`src/rtl/nf_pkg.sv`:
```
package nf_pkg;
    typedef enum logic [2:0] {
        ST_IDLE,
        ST_REQ,
        ST_WAIT,
        ST_HOLD,
        ST_DRAIN
    } fstate_e;
endpackage

```
`src/rtl/nf_spec.sv`:
```
module nf_spec (
    input  logic clk_i,
    input  logic rst_ni,
    input  logic set_i,
    input  logic resolve_i,
    input  logic flush_i,
    output logic spec_o
);
    typedef struct packed {
        logic spec;
    } spec_t;

    spec_t q, d;

    always_comb begin
        d = q;
        if (flush_i)        d.spec = 1'b0;
        else if (set_i)     d.spec = 1'b1;
        else if (resolve_i) d.spec = 1'b0;
    end

    always_ff @(posedge clk_i or negedge rst_ni) begin
        if (!rst_ni) q <= '{spec: 1'b0};
        else         q <= d;
    end

    assign spec_o = q.spec;

    assert_resolve_clears_R3: assert property (@(posedge clk_i) disable iff (!rst_ni)
        (resolve_i && !set_i) |=> !spec_o);
    assert_branch_sets_R3: assert property (@(posedge clk_i) disable iff (!rst_ni)
        (set_i && !flush_i) |=> spec_o);
    assert_flush_clears_R8: assert property (@(posedge clk_i) disable iff (!rst_ni)
        flush_i |=> !spec_o);
endmodule

```
`src/rtl/nf_credit.sv`:
```
module nf_credit #(
    parameter int FREE_W = 4
) (
    input  logic              clk_i,
    input  logic              rst_ni,
    input  logic [FREE_W-1:0] q_free_i,
    input  logic              take_i,
    input  logic              give_i,
    output logic              room_o
);
    typedef struct packed {
        logic [FREE_W-1:0] resv;
    } cred_t;

    cred_t q, d;

    always_comb begin
        d = q;
        if (take_i && !give_i)      d.resv = q.resv + 1'b1;
        else if (give_i && !take_i) d.resv = q.resv - 1'b1;
    end

    always_ff @(posedge clk_i or negedge rst_ni) begin
        if (!rst_ni) q <= '{resv: '0};
        else         q <= d;
    end

    assign room_o = q_free_i > q.resv;

    assert_no_underflow_R9: assert property (@(posedge clk_i) disable iff (!rst_ni)
        (give_i && !take_i) |-> (q.resv != '0));
    assert_single_ni_R9: assert property (@(posedge clk_i) disable iff (!rst_ni)
        take_i |-> (q.resv == '0));
endmodule

```
`src/rtl/nf_seq.sv`:
```
module nf_seq
    import nf_pkg::*;
#(
    parameter int ADDR_W     = 32,
    parameter int STEP_BYTES = 4
) (
    input  logic              clk_i,
    input  logic              rst_ni,
    input  logic              redirect_i,
    input  logic [ADDR_W-1:0] redirect_pc_i,
    input  logic              ni_region_i,
    input  logic              spec_i,
    input  logic              ni_room_i,
    input  logic              req_ready_i,
    input  logic              rsp_valid_i,
    input  logic              q_ready_i,
    output logic              req_valid_o,
    output logic [ADDR_W-1:0] req_addr_o,
    output logic              q_push_o,
    output logic [ADDR_W-1:0] push_pc_o,
    output logic              ni_take_o,
    output logic              ni_give_o
);
    localparam logic [ADDR_W-1:0] STEP = ADDR_W'(STEP_BYTES);

    typedef struct packed {
        fstate_e           st;
        logic [ADDR_W-1:0] pc;
        logic              ni;
    } seq_t;

    seq_t q, d;
    logic gate_ok;
    logic req_v;
    logic push;
    logic take;
    logic give;

    always_comb begin
        d       = q;
        push    = 1'b0;
        take    = 1'b0;
        give    = 1'b0;
        gate_ok = !ni_region_i || (!spec_i && ni_room_i);
        req_v   = (q.st == ST_REQ) && !redirect_i && gate_ok;
        unique case (q.st)
            ST_IDLE: ;
            ST_REQ: begin
                if (req_v && req_ready_i) begin
                    d.st = ST_WAIT;
                    d.ni = ni_region_i;
                    take = ni_region_i;
                end
            end
            ST_WAIT: begin
                if (rsp_valid_i) begin
                    give = q.ni;
                    d.ni = 1'b0;
                    if (!redirect_i) begin
                        if (q_ready_i) begin
                            push = 1'b1;
                            d.pc = q.pc + STEP;
                            d.st = ST_REQ;
                        end else begin
                            d.st = ST_HOLD;
                        end
                    end
                end
            end
            ST_HOLD: begin
                if (q_ready_i) d.st = ST_REQ;
            end
            ST_DRAIN: begin
                if (rsp_valid_i) begin
                    give = q.ni;
                    d.ni = 1'b0;
                    d.st = ST_REQ;
                end
            end
            default: d.st = ST_IDLE;
        endcase
        if (redirect_i) begin
            d.pc = redirect_pc_i;
            if ((q.st == ST_WAIT || q.st == ST_DRAIN) && !rsp_valid_i) d.st = ST_DRAIN;
            else                                                       d.st = ST_REQ;
        end
    end

    always_ff @(posedge clk_i or negedge rst_ni) begin
        if (!rst_ni) q <= '{st: ST_IDLE, pc: '0, ni: 1'b0};
        else         q <= d;
    end

    assign req_valid_o = req_v;
    assign req_addr_o  = q.pc;
    assign q_push_o    = push;
    assign push_pc_o   = q.pc;
    assign ni_take_o   = take;
    assign ni_give_o   = give;

    assert_idle_quiet_R1: assert property (@(posedge clk_i) disable iff (!rst_ni)
        (q.st == ST_IDLE) |-> (!req_valid_o && !q_push_o));
    assert_one_outstanding_R9: assert property (@(posedge clk_i) disable iff (!rst_ni)
        (q.st inside {ST_WAIT, ST_DRAIN}) |-> !req_valid_o);
    assert_hold_keeps_pc_R6: assert property (@(posedge clk_i) disable iff (!rst_ni)
        (q.st == ST_HOLD && !redirect_i) |=> $stable(req_addr_o));
    assert_push_advances_R2: assert property (@(posedge clk_i) disable iff (!rst_ni)
        (q_push_o && !redirect_i) |=> (req_addr_o == $past(push_pc_o) + STEP));
    assert_no_push_on_redirect_R8: assert property (@(posedge clk_i) disable iff (!rst_ni)
        redirect_i |-> !q_push_o);
endmodule

```
`src/rtl/nifetch_ctrl.sv`:
```
module nifetch_ctrl #(
    parameter int ADDR_W     = 32,
    parameter int INSTR_W    = 32,
    parameter int FREE_W     = 4,
    parameter int STEP_BYTES = 4
) (
    input  logic               clk_i,
    input  logic               rst_ni,
    input  logic               redirect_valid_i,
    input  logic [ADDR_W-1:0]  redirect_pc_i,
    input  logic               br_resolve_i,
    output logic               req_valid_o,
    input  logic               req_ready_i,
    output logic [ADDR_W-1:0]  req_addr_o,
    output logic               req_spec_o,
    input  logic               ni_region_i,
    input  logic               rsp_valid_i,
    input  logic [INSTR_W-1:0] rsp_instr_i,
    input  logic               rsp_is_branch_i,
    input  logic               q_ready_i,
    input  logic [FREE_W-1:0]  q_free_i,
    output logic               q_push_o,
    output logic [ADDR_W-1:0]  q_pc_o,
    output logic [INSTR_W-1:0] q_instr_o
);
    logic spec;
    logic room;
    logic take;
    logic give;
    logic push;

    nf_seq #(
        .ADDR_W    (ADDR_W),
        .STEP_BYTES(STEP_BYTES)
    ) seq_i (
        .clk_i        (clk_i),
        .rst_ni       (rst_ni),
        .redirect_i   (redirect_valid_i),
        .redirect_pc_i(redirect_pc_i),
        .ni_region_i  (ni_region_i),
        .spec_i       (spec),
        .ni_room_i    (room),
        .req_ready_i  (req_ready_i),
        .rsp_valid_i  (rsp_valid_i),
        .q_ready_i    (q_ready_i),
        .req_valid_o  (req_valid_o),
        .req_addr_o   (req_addr_o),
        .q_push_o     (push),
        .push_pc_o    (q_pc_o),
        .ni_take_o    (take),
        .ni_give_o    (give)
    );

    nf_spec spec_i (
        .clk_i    (clk_i),
        .rst_ni   (rst_ni),
        .set_i    (push && rsp_is_branch_i),
        .resolve_i(br_resolve_i),
        .flush_i  (redirect_valid_i),
        .spec_o   (spec)
    );

    nf_credit #(
        .FREE_W(FREE_W)
    ) credit_i (
        .clk_i   (clk_i),
        .rst_ni  (rst_ni),
        .q_free_i(q_free_i),
        .take_i  (take),
        .give_i  (give),
        .room_o  (room)
    );

    assign req_spec_o = spec;
    assign q_push_o   = push;
    assign q_instr_o  = rsp_instr_i;

    assert_ni_not_spec_R4: assert property (@(posedge clk_i) disable iff (!rst_ni)
        (req_valid_o && ni_region_i) |-> !req_spec_o);
    assert_ni_has_room_R5: assert property (@(posedge clk_i) disable iff (!rst_ni)
        (req_valid_o && ni_region_i) |-> (q_free_i != '0));
    assert_push_when_ready_R6: assert property (@(posedge clk_i) disable iff (!rst_ni)
        q_push_o |-> (q_ready_i && rsp_valid_i));
endmodule

```
`config.mk`:
```
export PLATFORM = sky130hd
export DESIGN_NAME = nifetch_ctrl
export DESIGN_NICKNAME = d
export VERILOG_FILES = /design/src/rtl/nf_pkg.sv /design/src/rtl/nf_spec.sv /design/src/rtl/nf_credit.sv /design/src/rtl/nf_seq.sv /design/src/rtl/nifetch_ctrl.sv
export SDC_FILE = /design/constraint.sdc
export NUM_CORES = 1
export LEC_CHECK = 0
export ABC_AREA = 1
export CAP_MARGIN = 20
export CORE_ASPECT_RATIO = 0.6
export CORE_MARGIN = 2
export CORE_UTILIZATION = 50
export DETAILED_ROUTE_END_ITERATION = 6
export DONT_BUFFER_PORTS = 1
export PLACE_DENSITY = 0.63
export SYNTH_ARGS = -nofsm -noshare
export SYNTH_HDL_FRONTEND = slang
export SYNTH_SLANG_ARGS = --single-unit
```
`constraint.sdc`:
```
create_clock -name clk_i -period 6.93 [get_ports clk_i]
set_input_delay 0.3465 -clock clk_i [delete_from_list [all_inputs] [get_ports clk_i]]
set_output_delay 0.3465 -clock clk_i [all_outputs]
set_load 0.01 [all_outputs]
```
; ---- Word level (Yosys, flattened, before mapping)
; Index checks and enable logic that the tools add are counted.
[word_totals]
latchBits = 0
mem_bits_rw = 0
out_inout_bits = 99
memories = 0
wordCells = 75
inputBits = 77
rom_bits = 0
regBits = 41
[op_classes]
shift = 0
add_sub_neg = 3
magnitude_cmp = 1
mux = 27
reduce_logical = 27
mul = 0
div_mod_pow = 0
eq_ne = 12
n_bitwise = 0
[op_table]
columns = op, n
row1 = 2-to-1 mux 35 bit, 2
row2 = 2-to-1 mux 32 bit, 2
row3 = 2-to-1 mux 36 bit, 1
row4 = adder 32 x 3 -> 32 bit (second input constant), 1
row5 = case mux 3 bit (5 select lines), 1
row6 = 2-to-1 mux 1 bit, 13
row7 = 2-to-1 mux 3 bit, 4
row8 = != test 3 bit (second input constant), 4
row9 = logical AND 1 bit, 8
row10 = 2-to-1 mux 4 bit, 2
row11 = != test 2 bit (second input constant), 4
row12 = nonzero test 2 bit, 4
row13 = == test 3 x 2 -> 1 bit (second input constant), 2
row14 = zero test 1 bit, 6
row15 = nonzero test 3 bit, 2
row16 = AND reduction 5 bit, 1
row17 = adder 4 x 1 -> 4 bit (second input constant), 1
row18 = greater-than comparator 4 bit, 1
row19 = AND reduction 4 bit, 1
row20 = subtractor 4 x 1 -> 4 bit (second input constant), 1
row21 = == test 3 x 1 -> 1 bit (second input constant), 1
row22 = == test 3 bit (second input constant), 1
row23 = zero test 3 bit, 1
row24 = case mux 1 bit (3 select lines), 1
row25 = 4 further kinds, 5

; ---- Depth between registers and ports, before layout
; Gate-level depths: netlist of the first run.
[depth]
ltp_word = 11
depth_mapped = 20
mapped_depth_nobuf = 20

; ---- Hierarchy
; A second synthesis of the first run with hierarchy kept.
[unflattened]
cells_unflattened = 542
area_unflattened_um2 = 3721.1
[modules_own_cells]
columns = module, n_inst, cells_each, area_each_um2
row1 = nf_seq, 1, 459, 3070.4
row2 = nf_credit, 1, 44, 357.8
row3 = nifetch_ctrl, 1, 34, 247.7
row4 = nf_spec, 1, 5, 45.0

; ---- Worst setup path before layout of the first run
; No wires, ideal clock.
[synth_timing]
path_kind = register to register
start = reg credit_i.q[1] (netlist name)
end = reg credit_i.q[3] (netlist name)
t_arrival_ns = 2.505
setup_slack_ns = 4.304
setup_time_ns = 0.122
stages_incl_launch_ff = 19
n_path_buf = 0
path_cell_list = dfrtp_1 > inv_1 > ha_1 > nand2_1 > nor2_1 > nor2_1 > nand2_1 > a21oi_1 > nand3_1 > inv_1 > ha_1 > inv_1 > ha_1 > a21o_1 > a21oi_1 > nor2_1 > nor2_1 > nand2_1 > xor2_1
[synth_between]
elab_chain_len = 10
[synth_lines]
columns = element, line_no
row1 = from (decl), nf_credit.sv:15  ; cred_t q, d;
row2 = from (signal assigned), nf_credit.sv:24  ; if (!rst_ni) q <= '{resv: '0};
row3 = greater-than comparator 4 bit (*), nf_credit.sv:28  ; assign room_o = q_free_i > q.resv;
row4 = logical AND 1 bit (*), nf_seq.sv:44  ; gate_ok = !ni_region_i || (!spec_i && ni_room_i);
row5 = logical OR 1 bit (*), nf_seq.sv:44
row6 = logical AND 1 bit (*), nf_seq.sv:45  ; req_v = (q.st == ST_REQ) && !redirect_i && gate_ok;
row7 = net req_valid_o, nifetch_ctrl.sv:12  ; output logic req_valid_o,
row8 = logical AND 1 bit (*), nf_seq.sv:49  ; if (req_v && req_ready_i) begin
row9 = 2-to-1 mux 1 bit (*), nf_seq.sv:49
row10 = 2-to-1 mux 1 bit (*), nf_seq.sv:46  ; unique case (q.st)
row11 = zero test 1 bit, nf_credit.sv:20  ; else if (give_i && !take_i) d.resv = q.resv - 1'b1;
row12 = logical AND 1 bit, nf_credit.sv:20
row13 = nonzero test 2 bit (no line), --
; Mark *: on every way through the listed nets, which the timed path passes. The rest lies on a longest branch. The select of a mux whose other input is x is not followed.
; A chain may end at the register's enable or synchronous reset.

; ---- Worst setup path after layout of the first run
; Same ends and word-level chain as after synthesis.

==> impl_metrics.yaml, run 1 <==
outcome:
  status: "finished clean"
worst_setup_path:
  cp_common_cell: "nor2_1"
  crit_cells: 18
  required_ns: 7.11
  reg2reg_slack_ns: 4.00
  critPathArrivalTime_ns: 3.11
  ff2ff_path_depth: 18
  worst_path_max_delay_cell: "dfrtp_1"
  cp_cell_sequence: "inv_1, ha_1, nand2_1, nor2_1, nor2_1, nand2_1, a21oi_1, nand3_1, inv_1, ha_1, inv_1, ha_1, a21o_1, a21oi_1, nor2_1, nor2_1, nand2_1, xor2_1"
  path_buf_inv: 3
  worstPathMaxFanout: 3
  cp_top_family: "adder cells"
  start_kind: "register"
  end_kind: "register"
  critPathMaxStageDelay_ns: 0.39
  crit_type: "register to register"
clock_network:
  cts_setup_buffers: 0
  htree_levels: 2
  clkLatencyLatePin_ns: 0.29
  cts_sinks: 41
  cts-root-buf: "clkbuf_16"
  cts_buffer_depth: 2
  tritoncts: "yes"
  clkTransAtPathRegs_ns: 0.06
  cts_buffers: 5
power_and_ir_drop:
  p_int_mw: 0.504
  seq_power_share: 0.441
  switching_share: 0.400
  p_leak_nw: 1.53
  clock_power_share: 0.276
  switching_power_mw: 0.336
  power_frac_comb: 0.282
  peakVddDrop_v: 0.0000958
  power-per-cell-area_nw_per_um2: 252
sta:
  fin_skew_ns: 0.00268
  worst_pin_slew_ns: 0.520
  relSlewSlack: 0.653
  setup_tns_ns: 0
  finalCritPeriodShare: 0.423
  maxSlewViolCount: 0
  whs_ns: 0.160
  final.min_clock_period_ns: 2.93
  hold_viol_final: 0
  fmax_mhz: 341
  rsz0062_at_grt: "false"
  setup_viol: 0
global_route:
  grt.total_usage: 0.226
  grt_start_max_net_pins: 42
  grt_pass1_vias: 2717
  grt_pass1_wl_mm: 14.4
  antenna_found_initial: 0
  grt_overflow: 0
hold_path:
  hp-class: "input port to register"
  min_path_cells: 1
die:
  start_util: 0.521
  die_w_um: 117
  num_io_pins: 176
  rows: 24
  fp.coreArea_um2: 7300
  dieArea_um2: 8330
  die_y_um: 71.5
final_layout:
  antenna_cells: 0
  drive_gt1_frac: 0.108
  area_delta_synth_final_pct: -12.3
  final_nets: 528
synth:
  synthCells: 537
  synth_area_per_cell_um2: 7.07
  synth_area_um2: 3800
  synth_most_common_cell: "nand2_1"
  synth_cell_types: 40
  ys_seq_elements: 41
  synthFlopType: "dfrtp_1"
  ys_top_cells_by_area: "dfrtp_1 27%, buf_4 19%, nand2_1 15%"
  syn_nets: 623
  synth_top_area_share: 0.270
  synth_common_cells: "149 x nand2_1, 96 x buf_4, 48 x nor2_1"
  synth-edff-count: 0
  synthArstFlopShare: 1.00
  ys.warnings.count: 0
  ys_seq_area_frac: 0.270
  yosys.area.top_type: "dfrtp_1"
route:
  ant_nets: 0
  drtIter0Drc: 212
  dr_total_vias: 2844
  post_drt_wl_per_cell_um: 15.8
  drcViolationCount: 0
  via_per_inst: 5.20
  first_pass_iters: 4
  drt_wl_total_mm: 8.66
placement:
  dp.final_hpwl_mm: 6.72
  place.port_buffers: 0
  place_congestion: 0.936
run:
  cap_violations: 0
-- per-layer routing --
| metal | up-vias | wire length (um) | GRT usage |
|---|---|---|---|
| met1 | 1290 | 4550 | 0.356 |
| met3 | 6 | 952 | 0.0812 |
| met4 | 0 | 76 | 0.0397 |
| met5 | - | 0 | 0 |
| met2 | 137 | 3080 | 0.295 |
| li1 | 1411 | - | - |
-- registers in the layout, indices dropped and copies added, names as in the netlist --
register,cells
seq_i.push_pc_o,32
credit_i.q,4
seq_i.q,4
spec_i.spec_o,1
-- cell usage in the layout (no fill, tap or decap), drive strengths merged --
master and instances:
nand2 158, nor2 56, inv 53, dfrtp 41, nand3 31, o21ai 20
xor2 16, nor3 13, a21oi 8, ha 8, o211ai 6, clkbuf 5
nand3b 4, nand4 3, clkinv 3, o221ai 3, a31oi 3, xnor2 2
a22oi 1, o22ai 1, a21o 1, o22a 1, o21bai 1, or2 1
fa 1, clkinvlp 1, buf 1, dlygate4sd3 1
-- repair_timing --
item                                   4_1_cts  5_1_grt
endpoints found under the hold margin       41        0
hold buffers                                 2        0
gates resized for setup                      0        0
-- path summary, 6_finish.rpt --
check	endpoint	from
min in group asynchronous	seq_i.push_pc_o[1]$_DFFE_PN0P_	rst_ni
setup / recovery	credit_i.q[3]$_DFFE_PN0P_	credit_i.q[1]$_DFFE_PN0P_
hold / removal	spec_i.spec_o$_DFFE_PN0P_	br_resolve_i
max in group asynchronous	seq_i.push_pc_o[8]$_DFFE_PN0P_	rst_ni
hold reg to reg	seq_i.q[0]$_DFFE_PN0P_	seq_i.q[0]$_DFFE_PN0P_
setup reg to reg	credit_i.q[3]$_DFFE_PN0P_	credit_i.q[1]$_DFFE_PN0P_
-- metrics by stage --
step,setup slack [ns],util,area (um^2),power [mW],std cells
after CTS,3.97,0.457,3330,0.847,547
after global placement,4.09,0.432,3150,0.598,537
final,4.00,0.457,3330,0.840,547
after floorplan,4.30,-,3800,0.633,537
after detailed placement,3.98,0.432,3150,0.604,537
after global routing,3.65,0.457,3330,0.913,547
-- area by class of cell --
class                      count  area, um^2
fill                         759        3960
multi-input combinational    338        1790
sequential                    41        1030
inverter                      54         204
tap                          104         130
clock buffer                   5         125
timing repair buffer           2        37.5
clock inverter                 3        17.5
-- power groups by stage --
stage	clock [mW]	combinational [mW]	sequential, mW
finish	0.232	0.237	0.371
global route	0.247	0.283	0.383
CTS	0.237	0.238	0.371
detailed placement	0	0.229	0.375
global placement	0	0.224	0.374
floorplan	0	0.304	0.329
-- logic make-up (layout without fill, tap and decap cells) --
family | after synthesis | in the layout | synth area share
adders and majority gates | 9 | 9 | 0.0316
and+or+nand+nor | 266 | 266 | 0.328
buffers and inverters | 158 | 64 | 0.258
DFF | 41 | 41 | 0.270
AOI/OAI and AO/OA | 45 | 45 | 0.0705
xor gates and xnor gates | 18 | 18 | 0.0415
Power figures use the tool's default switching activity.
==> run 2: changes to the inputs <==
--- a/config.mk
+++ b/config.mk
@@ -5,7 +5,7 @@
 export SDC_FILE = /design/constraint.sdc
 export NUM_CORES = 1
 export LEC_CHECK = 0
-export ABC_AREA = 1
+export ABC_AREA = 0
 export CAP_MARGIN = 20
 export CORE_ASPECT_RATIO = 0.6
 export CORE_MARGIN = 2
==> constraint.sdc (replaced) <==
create_clock -name clk_i -period 3.1 [get_ports clk_i]
set_input_delay 0.155 -clock clk_i [delete_from_list [all_inputs] [get_ports clk_i]]
set_output_delay 0.155 -clock clk_i [all_outputs]
set_load 0.01 [all_outputs]
==> run 2 against run 1 <==
  * First-iteration DRC count is 47% lower
  * Sequential power is 110% higher
  * Area after synthesis is 16% lower
  * Cell count is 30% lower
  * Clock skew is 0.0065 ns higher
  * Wire length is 25% lower
  * Via count is 29% lower
  * Count of clock-buffer cells in the layout stayed put
  * Non-clock buffer count is 37 higher
  * Critical path depth is 3 lower
  * Critical path type unchanged
==> impl_metrics.yaml, run 2 <==
synth:
  synth_xor_area_frac: 0.0879
  ys_seq_elements: 41
  synth_top_family_by_area: "buffers and inverters"
  synthArstFlopShare: 1.00
  synth_area_um2: 3190
  yosys.area.top_type: "dfrtp_1"
  synth_most_common_cell: "buf_4"
  synth-edff-count: 0
  synth_area_per_cell_um2: 8.96
  syn_nets: 442
  ys.warnings.count: 0
  synth-adder-area-share: 0.0377
  ys_seq_area_frac: 0.322
  ys_top_cells_by_area: "dfrtp_1 32%, buf_4 23%, nand2_1 4.9%"
  synthFlopType: "dfrtp_1"
  synthCells: 356
  synthSimpleGateAreaFrac: 0.200
  synth_top_area_share: 0.322
  synth_common_cells: "96 x buf_4, 42 x nand2_1, 41 x dfrtp_1"
  synth_cell_types: 40
  synth_compound_area_frac: 0.0820
  synth.area.mux_share: 0.0204
die:
  dieArea_um2: 7050
  die_w_um: 107
  die_y_um: 65.9
  start_util: 0.520
  num_io_pins: 176
  fp.coreArea_um2: 6140
  rows: 22
hold_path:
  min_from: "redirect_pc_i[23]"
  min_to: "seq_i.push_pc_o[23]$_DFFE_PN0P_"
  min_path_cells: 2
  hp-class: "input port to register"
final_layout:
  area_delta_synth_final_pct: -4.79
  fillerInstances: 581
  largest_reg_flops: 32
  drive_gt1_frac: 0.101
  final_common_cell: "nand2_1"
  fin_cells: 382
  final_util: 0.495
  final_cell_mix: "42 x nand2_1, 41 x dfrtp_1, 35 x dlygate4sd3_1, 28 x o21ai_0, 18 x xor2_1"
  finalInstanceArea_um2: 3040
  final_nets: 383
  antenna_cells: 0
sta:
  worst_pin_slew_ns: 0.612
  final.min_clock_period_ns: 2.87
  hold_viol_final: 0
  rsz0062_at_grt: "false"
  maxSlewViolCount: 0
  setup_tns_ns: 0
  setup_viol: 0
  fin_skew_ns: 0.00917
  relSlewSlack: 0.589
  fmax_mhz: 349
  finalCritPeriodShare: 0.925
worst_setup_path:
  cp-startpoint: "credit_i.q[2]$_DFFE_PN0P_"
  crit_type: "register to register"
  start_kind: "register"
  r2r-end: "credit_i.q[3]$_DFFE_PN0P_"
  worstPathMaxFanout: 3
  required_ns: 3.29
  critPathArrivalTime_ns: 3.06
  r2r-start: "credit_i.q[2]$_DFFE_PN0P_"
  ff2ff_path_depth: 15
  end_kind: "register"
  reg2reg_slack_ns: 0.23
route:
  drt_wl_total_mm: 6.50
  first_pass_iters: 4
  wl_met3_um: 489
  post_drt_wl_per_cell_um: 17.0
  wl_met1_mm: 3.16
  ant_nets: 0
  via_per_inst: 5.30
  topRoutingLayerUsed: "met4"
  drtIter0Drc: 113
  wl_met2_mm: 2.77
  dr_total_vias: 2024
  drcViolationCount: 0
run:
  cap_violations: 0
power_and_ir_drop:
  power-per-cell-area_nw_per_um2: 497
  p_int_mw: 0.972
  seq_power_share: 0.507
  power_frac_comb: 0.258
  switching_power_mw: 0.535
  switching_share: 0.355
  power_mw: 1.51
  clock_power_share: 0.234
  peakVddDrop_v: 0.000264
  p_leak_nw: 1.20
global_route:
  grt_pass1_wl_mm: 10.5
  grt_start_max_net_pins: 57
  antenna_found_initial: 0
  grt_pass1_vias: 2064
  grt.total_usage: 0.192
  grt_overflow: 0
clock_network:
  cts_buffers: 5
  clkLatencyLatePin_ns: 0.30
  cts_buffer_depth: 2
  htree_levels: 2
  cts_sinks: 41
  tritoncts: "yes"
  clkTransAtPathRegs_ns: 0.09
  cts-root-buf: "clkbuf_8"
placement:
  dp.final_hpwl_mm: 4.36
  place_congestion: 0.784
  place_area_um2: 2540
  place.port_buffers: 0
  placed_cells: 336
outcome:
  status: "finished clean"
-- run 2: changes by cell type after synthesis, sizes merged, moves of 12 or more --
cell and change:
inv -43, nand2 -116, xnor2 +12, o21ai +13, nor2 -47, nand3 -15
-- run 2: worst max-delay path by stage --
stage	endpoint	slack [ns]	cells after the start
floorplan	credit_i.q[3]$_DFFE_PN0P_	0.37	15
global placement	credit_i.q[3]$_DFFE_PN0P_	0.21	15
detailed placement	credit_i.q[3]$_DFFE_PN0P_	0.1	15
CTS	credit_i.q[3]$_DFFE_PN0P_	0.09	15
global route	credit_i.q[3]$_DFFE_PN0P_	0.009	15
finish	credit_i.q[3]$_DFFE_PN0P_	0.23	15
-- run 2: layout make-up --
cell class	instances	area (um^2)	share of cell area
clock buffers	5	68.8	0.0227
well taps	84	105	0.0346
multi-input cells	200	1370	0.451
inverters	10	37.5	0.0124
clock inverters	3	17.5	0.00577
flip-flops and latches	41	1030	0.338
repair buffers	39	413	0.136
-- run 2: timing repair --
item                                    in CTS  in global routing
endpoints found under the hold margin       75                  3
gates resized for setup                      0                  1
endpoints found under the setup margin       0                  1
hold buffers                                35                  2
setup buffers                                0                  1
-- run 2: metrics by stage --
step / worst slack [ns] / hold slack, ns
final: 0.233 / 0.0132
after global routing: 0.00886 / 0.0133
after CTS: 0.0874 / 0.000227
after detailed placement: 0.0976 / -0.140
after global placement: 0.207 / -0.140
after floorplan: 0.366 / -0.141
-- run 2: logic make-up (layout without fill, tap and decap cells) --
family | Yosys count | count (layout)
compound gates | 47 | 47
xor+xnor | 32 | 32
fa+ha+maj | 9 | 9
buf+inv | 115 | 57
flops | 41 | 41
mux | 6 | 6
simple gates | 106 | 106
-- run 2: layer usage --
metal / up-vias / GRT usage
li1: 986 / -
met1: 941 / 0.264
met2: 82 / 0.286
met3: 15 / 0.0650
met4: 0 / 0.0568
met5: - / 0
-- run 2: power by group through the flow --
stage | logic (mW) | clock network, mW | registers, mW
global placement | 0.293 | 0 | 0.775
detailed placement | 0.308 | 0 | 0.779
floorplan | 0.468 | 0 | 0.699
global route | 0.449 | 0.396 | 0.783
finish | 0.389 | 0.353 | 0.765
CTS | 0.370 | 0.374 | 0.769
-- run 2: worst max-delay path, cell delays in order, from the launching register on --
cell,delay (ns)
dfrtp_1,0.40
inv_1,0.07
ha_1,0.29
a41oi_1,0.21
nor2_1,0.07
a211oi_2,0.20
nand3_1,0.17
nor2_1,0.13
ha_1,0.19
inv_1,0.09
ha_1,0.29
a21o_1,0.15
a21oi_1,0.17
xnor2_1,0.14
nor2_1,0.08
xnor2_1,0.12
==> run 3: changes to the inputs <==
--- a/config.mk
+++ b/config.mk
@@ -9,10 +9,10 @@
 export CAP_MARGIN = 20
 export CORE_ASPECT_RATIO = 0.6
 export CORE_MARGIN = 2
-export CORE_UTILIZATION = 50
+export CORE_UTILIZATION = 45
 export DETAILED_ROUTE_END_ITERATION = 6
 export DONT_BUFFER_PORTS = 1
-export PLACE_DENSITY = 0.63
+export PLACE_DENSITY = 0.58
 export SYNTH_ARGS = -nofsm -noshare
 export SYNTH_HDL_FRONTEND = slang
 export SYNTH_SLANG_ARGS = --single-unit
==> run 3 against run 2 <==
  * Count of clock-buffer cells in the layout grew 2
  * Global-route usage down 2.1 points
  * Register-to-register slack gained 0.04 ns
  * Sequential share of layout area is 1.5 points higher
  * Clock power increased by 48%
  * Critical path type unchanged
  * Sequential power rose by 0.5%
  * Largest power group unchanged
  * Via count is 3.2% lower
  * The run now ends with hold timing left
  * Largest cell class unchanged
  * Sequential cell count unchanged
  * First-iteration DRC count down 45%
  * Core utilization decreased by 6.4 points
  * Cell count decreased by 4.2%
==> impl_metrics.yaml, run 3 (synthesis results as in run 2) <==
worst_setup_path:
  crit_type: "register to register"
  r2r-end: "credit_i.q[3]$_DFFE_PN0P_"
  critPathArrivalTime_ns: 2.99
  start_kind: "register"
  ff2ff_path_depth: 15
  worstPathMaxFanout: 4
  reg2reg_slack_ns: 0.28
  required_ns: 3.27
  r2r-start: "credit_i.q[1]$_DFFE_PN0P_"
  end_kind: "register"
sta:
  relSlewSlack: 0.509
  fmax_mhz: 354
  finalCritPeriodShare: 0.911
  whs_ns: -0.00298
  setup_viol: 0
  hold_viol_final: 1
  rsz0062_at_grt: "false"
  worst_pin_slew_ns: 0.731
  final.min_clock_period_ns: 2.82
  setup_tns_ns: 0
  fin_skew_ns: 0.00591
  final.setup.worst_slack_ns: 0.277
  maxSlewViolCount: 0
placement:
  place.port_buffers: 0
  place_congestion: 0.746
  dp_slack_ns: 0.0878
  placed_cells: 339
  place_area_um2: 2540
  dp.final_hpwl_mm: 4.39
final_layout:
  finalInstanceArea_um2: 2910
  fillerInstances: 677
  final_common_cell: "nand2_1"
  area_delta_synth_final_pct: -8.71
  fin_cells: 366
  final_cell_mix: "42 x nand2_1, 41 x dfrtp_1, 28 x o21ai_0, 18 x xor2_1, 16 x dlygate4sd3_1"
  final_util: 0.431
  drive_gt1_frac: 0.108
  antenna_cells: 0
  final_nets: 365
  largest_reg_flops: 32
run:
  cap_violations: 0
clock_network:
  clkLatencyLatePin_ns: 0.28
  cts_sinks: 41
  cts-root-buf: "clkbuf_16"
  htree_levels: 2
  cts_buffer_depth: 2
  clkTransAtPathRegs_ns: 0.06
  cts_buffers: 5
  tritoncts: "yes"
route:
  via_per_inst: 5.35
  ant_nets: 0
  dr_total_vias: 1959
  drtIter0Drc: 62
  first_pass_iters: 4
  drcViolationCount: 0
  post_drt_wl_per_cell_um: 17.8
  drt_wl_total_mm: 6.50
global_route:
  grt_start_max_net_pins: 42
  grt_pass1_vias: 1929
  antenna_found_initial: 0
  grt.total_usage: 0.171
  grt_overflow: 0
  grt_pass1_wl_mm: 10.4
power_and_ir_drop:
  power-per-cell-area_nw_per_um2: 572
  power_mw: 1.67
  peakVddDrop_v: 0.000253
  p_leak_nw: 1.16
die:
  die_w_um: 113
  start_util: 0.472
  num_io_pins: 176
  dieArea_um2: 7800
  die_y_um: 69.2
  rows: 23
  fp.coreArea_um2: 6760
hold_path:
  min_to: "seq_i.push_pc_o[15]$_DFFE_PN0P_"
  hp-class: "input port to register"
  min_from: "redirect_valid_i"
  min_path_cells: 1
outcome:
  violations: "hold timing"
  status: "finished with violations"
==> run 3: cell types whose count changed in the layout (fill, tap and decap cells not counted) <==
cell           delta
nand3_1           -1
clkbuf_8          -4
buf_12            +1
clkbuf_1          +1
clkbuf_16         +5
dlygate4sd3_1    -19
buf_4             +1
clkinvlp_4        -1
buf_16            -1
clkinv_2          -2
nand3_2           +1
==> run 3: how the worst max path moves through the flow <==
stage	startpoint	endpoint	slack, ns	cells past startpoint
global placement	credit_i.q[1]$_DFFE_PN0P_	credit_i.q[3]$_DFFE_PN0P_	0.20	15
detailed placement	credit_i.q[1]$_DFFE_PN0P_	credit_i.q[3]$_DFFE_PN0P_	0.09	15
finish	credit_i.q[1]$_DFFE_PN0P_	credit_i.q[3]$_DFFE_PN0P_	0.28	15
floorplan	credit_i.q[1]$_DFFE_PN0P_	credit_i.q[3]$_DFFE_PN0P_	0.37	15
global route	credit_i.q[1]$_DFFE_PN0P_	credit_i.q[3]$_DFFE_PN0P_	0.0001	15
CTS	credit_i.q[1]$_DFFE_PN0P_	credit_i.q[3]$_DFFE_PN0P_	0.07	15
==> run 3: repair_timing <==
| item | CTS | global route |
|---|---|---|
| setup endpoints to repair | 0 | 1 |
| hold buffers | 18 | 0 |
| resized for setup | 0 | 2 |
| setup buffers | 0 | 2 |
| endpoints found under the hold margin | 71 | 0 |
==> run 3: metal layers <==
layer | vias up | wire length (um) | global-route usage
met5 | - | 0 | 0
met4 | 0 | 58 | 0.0434
met3 | 12 | 514 | 0.0621
met2 | 77 | 2650 | 0.229
met1 | 924 | 3270 | 0.256
li1 | 946 | - | -
==> run 3: layout make-up <==
type | instances | area (um^2) | area share
well taps | 87 | 109 | 0.0374
flip-flops and latches | 41 | 1030 | 0.352
inverters | 10 | 37.5 | 0.0129
repair buffers | 21 | 223 | 0.0765
multi-input cells | 200 | 1370 | 0.472
clock buffers | 7 | 143 | 0.0490
==> run 3: power breakdown <==
group / internal [mW] / switching (mW)
combinational: 0.195 / 0.180
sequential: 0.613 / 0.155
clock: 0.317 / 0.206
total: 1.12 / 0.541
==> run 3: critical path, stage by stage (launching register included) <==
cell,delay (ns)
dfrtp_1,0.40
inv_1,0.06
ha_1,0.28
a41oi_1,0.21
nor2_1,0.07
a211oi_2,0.20
nand3_2,0.13
nor2_1,0.11
ha_1,0.19
inv_1,0.09
ha_1,0.28
a21o_1,0.16
a21oi_1,0.20
xnor2_1,0.14
nor2_1,0.08
xnor2_1,0.12
